File: config.mk
export PLATFORM = sky130hd
export DESIGN_NAME = br_unit
export DESIGN_NICKNAME = d
export VERILOG_FILES = /design/src/rtl/br_pkg.sv /design/src/rtl/br_decode.sv /design/src/rtl/br_compare.sv /design/src/rtl/br_target.sv /design/src/rtl/br_unit.sv
export SDC_FILE = /design/constraint.sdc
export NUM_CORES = 1
export LEC_CHECK = 0
export BUFFER_PORTS_ARGS = -buffer_cell sky130_fd_sc_hd__buf_2
export CAP_MARGIN = 10
export CORE_UTILIZATION = 45
export DETAILED_ROUTE_END_ITERATION = 12
export PLACE_DENSITY = 0.82
export SKIP_CTS_REPAIR_TIMING = 1
export SYNTH_ARGS = -nofsm -noshare
export SYNTH_HDL_FRONTEND = slang
export SYNTH_SLANG_ARGS = --single-unit
File: constraint.sdc
create_clock -name clk -period 7.68 [get_ports clk]
set_input_delay 1.152 -clock clk [delete_from_list [all_inputs] [get_ports clk]]
set_output_delay 1.152 -clock clk [all_outputs]
set_load 0.02 [all_outputs]
File: src/rtl/br_pkg.sv
// Shared definitions for the branch unit: condition codes, class values
// and the decoded-instruction record passed between the submodules.
package br_pkg;

    typedef enum logic [3:0] {
        CC_ALWAYS = 4'h0,
        CC_EQ     = 4'h1,
        CC_UGT    = 4'h2,
        CC_UGE    = 4'h3,
        CC_BITS   = 4'h4,
        CC_NE     = 4'h5,
        CC_SGT    = 4'h6,
        CC_SGE    = 4'h7,
        CC_CALL   = 4'h8,
        CC_EXIT   = 4'h9,
        CC_ULT    = 4'ha,
        CC_ULE    = 4'hb,
        CC_SLT    = 4'hc,
        CC_SLE    = 4'hd,
        CC_RSV_E  = 4'he,
        CC_RSV_F  = 4'hf
    } cond_e;

    localparam logic [2:0] CLS_WIDE   = 3'd5;
    localparam logic [2:0] CLS_NARROW = 3'd6;

    typedef struct packed {
        logic  is_jump;
        logic  narrow;
        logic  use_reg;
        cond_e cond;
        logic  illegal;
        logic  call;
        logic  exit_op;
    } dec_t;

endpackage

File: src/rtl/br_decode.sv
// Opcode decoder. Splits the opcode into class, operand select and
// condition, and flags call, exit and illegal encodings.
// Assumes: opcode layout cond[7:4], use_reg[3], class[2:0].
module br_decode
    import br_pkg::*;
(
    input  logic [7:0] op_i,
    output dec_t       dec_o
);

    logic  is_wide;
    logic  is_narrow;
    cond_e cond;

    // Class and condition fields.
    always_comb begin
        is_wide   = (op_i[2:0] == CLS_WIDE);
        is_narrow = (op_i[2:0] == CLS_NARROW);
        cond      = cond_e'(op_i[7:4]);
    end

    // Build the decoded record, including legality per class.
    always_comb begin
        dec_o.is_jump = is_wide || is_narrow;
        dec_o.narrow  = is_narrow;
        dec_o.use_reg = op_i[3];
        dec_o.cond    = cond;
        dec_o.illegal = (is_wide || is_narrow) &&
                        ((cond == CC_RSV_E) || (cond == CC_RSV_F) ||
                         (is_narrow && ((cond == CC_ALWAYS) || (cond == CC_EXIT))));
        dec_o.call    = (is_wide || is_narrow) && (cond == CC_CALL);
        dec_o.exit_op = is_wide && (cond == CC_EXIT);
    end

endmodule

File: src/rtl/br_compare.sv
// Condition evaluator. Forms the second operand (register or immediate),
// compares at both widths in parallel lanes and picks the lane by class.
// Assumes: IMM_W <= HALF_W so the narrow lane sees the immediate unchanged.
module br_compare
    import br_pkg::*;
#(
    parameter int DATA_W = 64,
    parameter int IMM_W  = 32
) (
    input  dec_t              dec_i,
    input  logic [DATA_W-1:0] dst_i,
    input  logic [DATA_W-1:0] src_i,
    input  logic [IMM_W-1:0]  imm_i,
    output logic              taken_o
);

    localparam int HALF_W = DATA_W / 2;
    localparam int N_LANE = 2;

    logic [DATA_W-1:0] opb;
    logic [N_LANE-1:0] lane_eq;
    logic [N_LANE-1:0] lane_ult;
    logic [N_LANE-1:0] lane_slt;
    logic [N_LANE-1:0] lane_nz;
    logic              eq, ult, slt, nz;
    logic              cond_true;

    // Second operand: source register or sign-extended immediate.
    always_comb begin
        opb = dec_i.use_reg ? src_i
                            : {{(DATA_W-IMM_W){imm_i[IMM_W-1]}}, imm_i};
    end

    // Lane 0 compares the full width, lane 1 the low half.
    for (genvar g = 0; g < N_LANE; g++) begin : g_lane
        localparam int W = (g == 0) ? DATA_W : HALF_W;
        logic [W-1:0] a_l;
        logic [W-1:0] b_l;

        // Per-lane relations on the truncated operands.
        always_comb begin
            a_l         = dst_i[W-1:0];
            b_l         = opb[W-1:0];
            lane_eq[g]  = (a_l == b_l);
            lane_ult[g] = (a_l < b_l);
            lane_slt[g] = ($signed(a_l) < $signed(b_l));
            lane_nz[g]  = |(a_l & b_l);
        end
    end

    // Lane choice by class.
    always_comb begin
        eq  = dec_i.narrow ? lane_eq[1]  : lane_eq[0];
        ult = dec_i.narrow ? lane_ult[1] : lane_ult[0];
        slt = dec_i.narrow ? lane_slt[1] : lane_slt[0];
        nz  = dec_i.narrow ? lane_nz[1]  : lane_nz[0];
    end

    // Condition table.
    always_comb begin
        unique case (dec_i.cond)
            CC_ALWAYS: cond_true = 1'b1;
            CC_EQ:     cond_true = eq;
            CC_NE:     cond_true = !eq;
            CC_UGT:    cond_true = !ult && !eq;
            CC_UGE:    cond_true = !ult;
            CC_ULT:    cond_true = ult;
            CC_ULE:    cond_true = ult || eq;
            CC_SGT:    cond_true = !slt && !eq;
            CC_SGE:    cond_true = !slt;
            CC_SLT:    cond_true = slt;
            CC_SLE:    cond_true = slt || eq;
            CC_BITS:   cond_true = nz;
            default:   cond_true = 1'b0;
        endcase
    end

    // Only legal branch instructions may be taken.
    always_comb begin
        taken_o = dec_i.is_jump && !dec_i.illegal && cond_true;
    end

endmodule

File: src/rtl/br_target.sv
// Next program counter: one slot ahead, plus the sign-extended
// displacement when the branch is taken. Wraps modulo 2^PC_W.
// Assumes: OFF_W <= PC_W.
module br_target #(
    parameter int PC_W  = 32,
    parameter int OFF_W = 16
) (
    input  logic [PC_W-1:0]  pc_i,
    input  logic [OFF_W-1:0] off_i,
    input  logic             taken_i,
    output logic [PC_W-1:0]  next_pc_o
);

    logic [PC_W-1:0] disp;

    // Displacement applied only when taken.
    always_comb begin
        disp      = taken_i ? {{(PC_W-OFF_W){off_i[OFF_W-1]}}, off_i} : '0;
        next_pc_o = pc_i + PC_W'(1) + disp;
    end

endmodule

File: src/rtl/br_unit.sv
// Branch condition and target unit, top level. Decodes the opcode,
// evaluates the condition, computes the next counter and registers all
// results. Assumes a synchronous active-low reset.
module br_unit #(
    parameter int DATA_W = 64,
    parameter int IMM_W  = 32,
    parameter int OFF_W  = 16,
    parameter int PC_W   = 32
) (
    input  logic              clk,
    input  logic              rst_n,
    input  logic [7:0]        op_i,
    input  logic [DATA_W-1:0] dst_i,
    input  logic [DATA_W-1:0] src_i,
    input  logic [IMM_W-1:0]  imm_i,
    input  logic [OFF_W-1:0]  off_i,
    input  logic [PC_W-1:0]   pc_i,
    output logic              taken_o,
    output logic [PC_W-1:0]   next_pc_o,
    output logic              call_o,
    output logic              exit_o,
    output logic              illegal_o
);

    br_pkg::dec_t    dec;
    logic            taken_c;
    logic [PC_W-1:0] next_pc_c;

    br_decode i_decode (
        .op_i  (op_i),
        .dec_o (dec)
    );

    br_compare #(
        .DATA_W (DATA_W),
        .IMM_W  (IMM_W)
    ) i_compare (
        .dec_i   (dec),
        .dst_i   (dst_i),
        .src_i   (src_i),
        .imm_i   (imm_i),
        .taken_o (taken_c)
    );

    br_target #(
        .PC_W  (PC_W),
        .OFF_W (OFF_W)
    ) i_target (
        .pc_i      (pc_i),
        .off_i     (off_i),
        .taken_i   (taken_c),
        .next_pc_o (next_pc_c)
    );

    // Output register stage.
    always_ff @(posedge clk) begin
        if (!rst_n) begin
            taken_o   <= 1'b0;
            next_pc_o <= '0;
            call_o    <= 1'b0;
            exit_o    <= 1'b0;
            illegal_o <= 1'b0;
        end else begin
            taken_o   <= taken_c;
            next_pc_o <= next_pc_c;
            call_o    <= dec.call;
            exit_o    <= dec.exit_op;
            illegal_o <= dec.illegal;
        end
    end

endmodule

==> results of run 1 <==
[per-layer routing]
metal  track usage [%]  vias to the layer above  part of all wire (%)
li1                  -                     3128                     -
met1              28.3                     2719                    42
met2              45.9                      225                    50
met3              2.80                       30                   5.7
met4              8.12                        0                   2.1
met5                 0                        -                     0
[cells by family after synthesis]
family | after synthesis | synth area share, %
flip-flops | 36 | 12.3
AND/OR/NAND/NOR | 197 | 18.4
multiplexers | 33 | 5.64
buffers and inverters | 94 | 6.39
AO/OA/AOI/OAI | 183 | 19.4
adder cells (fa/ha/maj) | 160 | 34.2
XOR/XNOR | 25 | 3.73
[flip-flops by register name, indices dropped and copies added (netlist names)]
register and cells:
next_pc_o 32, taken_o 1, exit_o 1, call_o 1
illegal_o 1
[power groups by stage]
| stage | combinational [mW] | sequential [mW] | clock (mW) |
|---|---|---|---|
| detailed placement | 0.363 | 0.210 | 0 |
| global placement | 0.357 | 0.210 | 0 |
| floorplan | 0.208 | 0.230 | 0 |
| finish | 0.368 | 0.206 | 0.199 |
| CTS | 0.366 | 0.206 | 0.203 |
| global route | 0.414 | 0.208 | 0.211 |
[cells in the mapped netlist (all sizes together) (4+ instances only)]
cell,count,area (um^2)
ha,159,1990
a21oi,84,420
inv,75,282
dfxtp,36,721
nand2,36,135
nor2,36,135
mux2i,32,320
o21ai,28,140
nor4,24,156
nand4,19,119
and2,18,130
xnor2,16,140
nand3,14,70.1
a21o,13,97.6
clkbuf,12,45.0
nand2b,9,56.3
nor2b,9,56.3
xor2,9,78.8
o21a,8,61.3
and3,7,45.1
buf,7,48.8
nor3,6,30.0
o211ai,6,45.0
a211oi,5,37.5
nor3b,5,42.5
o21bai,5,37.5
or3,5,31.3
o31ai,4,30.0
[cell type report]
class,count,area [um^2]
Sequential cell,36,721
Antenna cell,2,5.00
Clock buffer,5,125
Multi-Input combinational cell,598,4790
Tap cell,172,215
Fill cell,1166,5160
Inverter,75,282
Timing Repair Buffer,263,1360
Clock inverter,3,18.8
[worst paths after layout]
check,slack (ps),depth (start not counted),end,startpoint
max,400,26,next_pc_o[31],op_i[3]
min,1170,3,next_pc_o[31],off_i[15]
[through the flow]
stage / instances / instance area, um^2 / hold slack, ps / setup TNS [ps]
after floorplan: 728 / 5880 / 1300 / 0
after global placement: 1144 / 7350 / 1450 / 0
after detailed placement: 1144 / 7350 / 1460 / -4.33
final: 1154 / 7510 / 1170 / 0
after CTS: 1152 / 7500 / 1170 / 0
after global routing: 1154 / 7510 / 1180 / 0
==> qor.yml, run 1 <==
tritoncts: "done"
grtUsageTotal_pct: 24.4
period_needed_ps: 7280
clkTransAtPathRegs_ps: 60
ys_warn_count: 0
final_common_cell: "buf_2"
min_period_over_period_pct: 94.8
postSynthCellCount: 728
dieArea_um2: 13500
drive_gt1_share_pct: 30.3
ys_ff_latch: 36
p_total_mw: 0.772
start_kind: "input pin"
synth_nets: 1106
cts-buffers-inserted: 5
critPathBufInv: 3
start_util_pct: 46.4
power_frac_comb_pct: 47.6
p_int_mw: 0.485
vias: 6102
grt_max_degree: 33
hold_violations: 0
seqPwrFrac_pct: 26.6
crit_arrival_ps: 7490
setup_viol: 0
dp_slack_ps: -4.33
tightest_slew_ps: 526
drt-total-wl_um: 16700
area.growth.synth_to_final_pct: 27.8
grt_pass1_wl_um: 26300
dieHeight_um: 116
cts_max_level: 2
final_cell_mix: "252 x buf_2, 159 x ha_1, 83 x a21oi_1"
fp.dieW_um: 116
cp-end-kind: "flop"
crit_type: "in -> reg"
portBuffers: 253
core_um2: 12700
cp.required_ps: 7890
p_switching_mw: 0.287
dpl.hpwl_um: 14300
grt_antenna_before_repair: 2
slowest_stage: "or3_1"
cts_root_buf: "clkbuf_16"
final_util_pct: 59.3
viasPerCell: 5.29
post_drt_wl_per_cell_um: 14.4
gp_congestion: 0.855
setup_ws_ps: 402
rows: 41
crit_fanout: 18
p_sw_share_pct: 37.2
worst_hold_path_type: "in -> reg"
fmax_mhz: 137
synth_edf_count: 0
clock_path_buffers: 2
syn-cell-area_um2: 5880
ys.flop_type: "dfxtp_1"
drt_iter0_markers: 310
pin_count: 254
slew_viol_final: 0
crit_path_max_incr_delay_ps: 410
p_clk_share_pct: 25.7
synth_async_sr_flop_share_pct: 0
gr-total-overflow: 0
peakVddDrop_v: 0.0000669
synth_cell_types: 62
power.density_nw_per_um2: 103
grt_pass1_vias: 5879
cellLeakagePower_nw: 4.22
slew-limit-headroom_pct: 64.6
drc_errors: 0
first_pass_iters: 5
cts.sinks: 36
ys_seq_area_share_pct: 12.3
rsz0062_at_grt: "false"
status: "completed"
cap_violations: 0
ant_nets: 0
syn_avg_cell_area_um2: 8.07
layout.nets: 1357
critPathTopFamily: "compound AO/OA/AOI/OAI gates"
No activity file was read; power rests on OpenSTA's default activity.
==> run 2, diff against run 1 <==
--- a/config.mk
+++ b/config.mk
@@ -5,11 +5,13 @@
 export SDC_FILE = /design/constraint.sdc
 export NUM_CORES = 1
 export LEC_CHECK = 0
+export ABC_AREA = 1
 export BUFFER_PORTS_ARGS = -buffer_cell sky130_fd_sc_hd__buf_2
 export CAP_MARGIN = 10
-export CORE_UTILIZATION = 45
+export CORE_UTILIZATION = 46
+export CTS_CLUSTER_SIZE = 8
 export DETAILED_ROUTE_END_ITERATION = 12
-export PLACE_DENSITY = 0.82
+export PLACE_DENSITY = 0.83
 export SKIP_CTS_REPAIR_TIMING = 1
 export SYNTH_ARGS = -nofsm -noshare
 export SYNTH_HDL_FRONTEND = slang
==> run 2 against run 1 <==
  * Sequential share of layout area shrank 0.28 points
  * Cell count increased by 17%
  * Via count grew 12%
  * Maximum frequency rose by 13%
  * Combinational power up 2%
==> qor.yml, run 2 <==
final_cell_mix: "253 x buf_2, 159 x ha_1, 152 x nand2_1"
finalSetupTns_ps: 0  # unchanged
dieArea_um2: 13900  # +2.6%
rows: 41  # unchanged
drt-total-wl_um: 17500  # +5.3%
tightest_slew_ps: 660  # +134 ps
crit_path_max_incr_delay_ps: 480  # +70 ps
synth_nets: 1307  # +18%
post_drt_wl_per_cell_um: 13.0  # -9.9%
grt_antenna_before_repair: 2  # unchanged
synth.most_common_cell: "ha_1"
min_period_over_period_pct: 84.1  # -11 points
status: "completed"
slew-limit-headroom_pct: 56.0  # -8.6 points
top_register: "next_pc_o"
dieHeight_um: 118  # +1.3%
cts.sinks: 36  # unchanged
crit_arrival_ps: 6660  # -830 ps
drive_gt1_share_pct: 27.3  # -3.0 points
clkTransAtPathRegs_ps: 60  # about the same
ys.flop_type: "dfxtp_1"
start_kind: "input pin"
tritoncts: "done"
cp-end-kind: "flop"
period_needed_ps: 6460  # -821 ps
fp.dieW_um: 118  # +1.3%
netlist_top_cells_count: "159 x ha_1, 152 x nand2_1, 144 x inv_1, 124 x a21oi_1, 71 x o21ai_0"
grt_max_degree: 65  # +97%
clock_path_buffers: 2  # unchanged
crit_fanout: 32  # +14
final_common_cell: "buf_2"
ys_ff_latch: 36  # unchanged
postSynthCellCount: 929  # +28%
gp_congestion: 0.961  # +12%
drc_errors: 0  # unchanged
slowest_stage: "inv_1"
viasPerCell: 5.06  # -4.2%
synthDominantCellAreaShare_pct: 32.3  # -1.6 points
stdcell_area_um2: 7740  # +3.0%
whs_ps: 1200  # +35.8 ps
grt_pass1_wl_um: 28800  # +9.4%
grtUsageTotal_pct: 24.8  # +0.40 points
worst_hold_path_type: "in -> reg"
cts_max_level: 2  # unchanged
fmax_mhz: 155  # +13%
cts_root_buf: "clkbuf_16"
synth_cell_types: 45  # -27%
cp_common_cell: "nand2_1"
hold_violations: 0  # unchanged
synth_async_sr_flop_share_pct: 0  # unchanged
vias: 6827  # +12%
drt_iter0_markers: 471  # +52%
power.density_nw_per_um2: 101  # -1.5%
layout.nets: 1552  # +14%
gr-total-overflow: 0  # unchanged
pin_count: 254  # unchanged
cap_violations: 0  # unchanged
synth_edf_count: 0  # unchanged
ys_seq_area_share_pct: 11.7  # -0.58 points
largest_reg_flops: 32  # unchanged
start_util_pct: 48.1  # +1.7 points
grt_pass1_vias: 6501  # +11%
dpl.hpwl_um: 15100  # +5.1%
ys_warn_count: 0  # unchanged
synth_top_area_cell: "ha_1"
crit_type: "in -> reg"
dpl_cell_area_um2: 7580  # +3.1%
syn-cell-area_um2: 6170  # +5.0%
ant_nets: 0  # unchanged
syn_avg_cell_area_um2: 6.64  # -18%
peakVddDrop_v: 0.0000727  # +8.6%
cts-buffers-inserted: 5  # unchanged
core_um2: 12800  # +1.2%
synth_area_leaders: "ha_1 32%, dfxtp_1 12%, a21oi_1 10%"
portBuffers: 253  # unchanged
rsz0062_at_grt: "false"
setup_viol: 0  # unchanged
slew_viol_final: 0  # unchanged
cellLeakagePower_nw: 4.52  # +7.2%
area.growth.synth_to_final_pct: 25.4
cp.required_ps: 7890  # about the same
first_pass_iters: 6  # +1
-- run 2: through the flow --
stage	setup WS [ps]	utilization [%]	instances	power (mW)
final	1220	60.3	1348	0.783
after global routing	399	60.3	1348	0.850
after CTS	1250	60.3	1347	0.785
after detailed placement	1060	59.1	1339	0.581
after global placement	1180	59.1	1339	0.573
after floorplan	2250	-	929	0.449
-- run 2: worst max-delay path: cells and delay by family --
| kind | cells | cell delay, ps |
|---|---|---|
| adder cells (fa/ha/maj) | 2 | 750 |
| buffers and inverters | 5 | 1080 |
| AO/OA/AOI/OAI | 13 | 2170 |
| AND/OR/NAND/NOR | 14 | 1480 |
-- run 2: routing by layer --
| layer | track usage [%] | wire length (um) | vias to the layer above |
|---|---|---|---|
| li1 | - | - | 3562 |
| met5 | 0 | 13 | - |
| met1 | 30.4 | 7750 | 2987 |
| met3 | 4.02 | 1150 | 30 |
| met4 | 6.89 | 339 | 2 |
| met2 | 44.2 | 8290 | 246 |
-- run 2: layout make-up --
cell class | count | area, um^2
Antenna cell | 1 | 2.50
Clock buffer | 7 | 143
Clock inverter | 1 | 7.51
Fill cell | 1239 | 5090
Inverter | 145 | 544
Multi-Input combinational cell | 731 | 4820
Sequential cell | 36 | 721
Tap cell | 172 | 215
Timing Repair Buffer | 255 | 1280
-- run 2: cell families after synthesis --
logic type | synth area share (%)
buf+inv | 10.1
flops | 11.7
xor+xnor | 0.284
fa+ha+maj | 32.6
simple gates | 25.1
compound gates | 20.2
-- run 2: path summary, 6_finish.rpt --
kind              startpoint            end  cells after the start
setup / recovery     op_i[3]  next_pc_o[24]                     34
hold / removal     off_i[15]  next_pc_o[31]                      4
-- run 2: where the power goes --
part           total (mW)  internal (mW)  switching, mW
combinational       0.375          0.153          0.222
clock               0.202          0.129         0.0733
sequential          0.206          0.202        0.00393
total               0.783          0.484          0.299
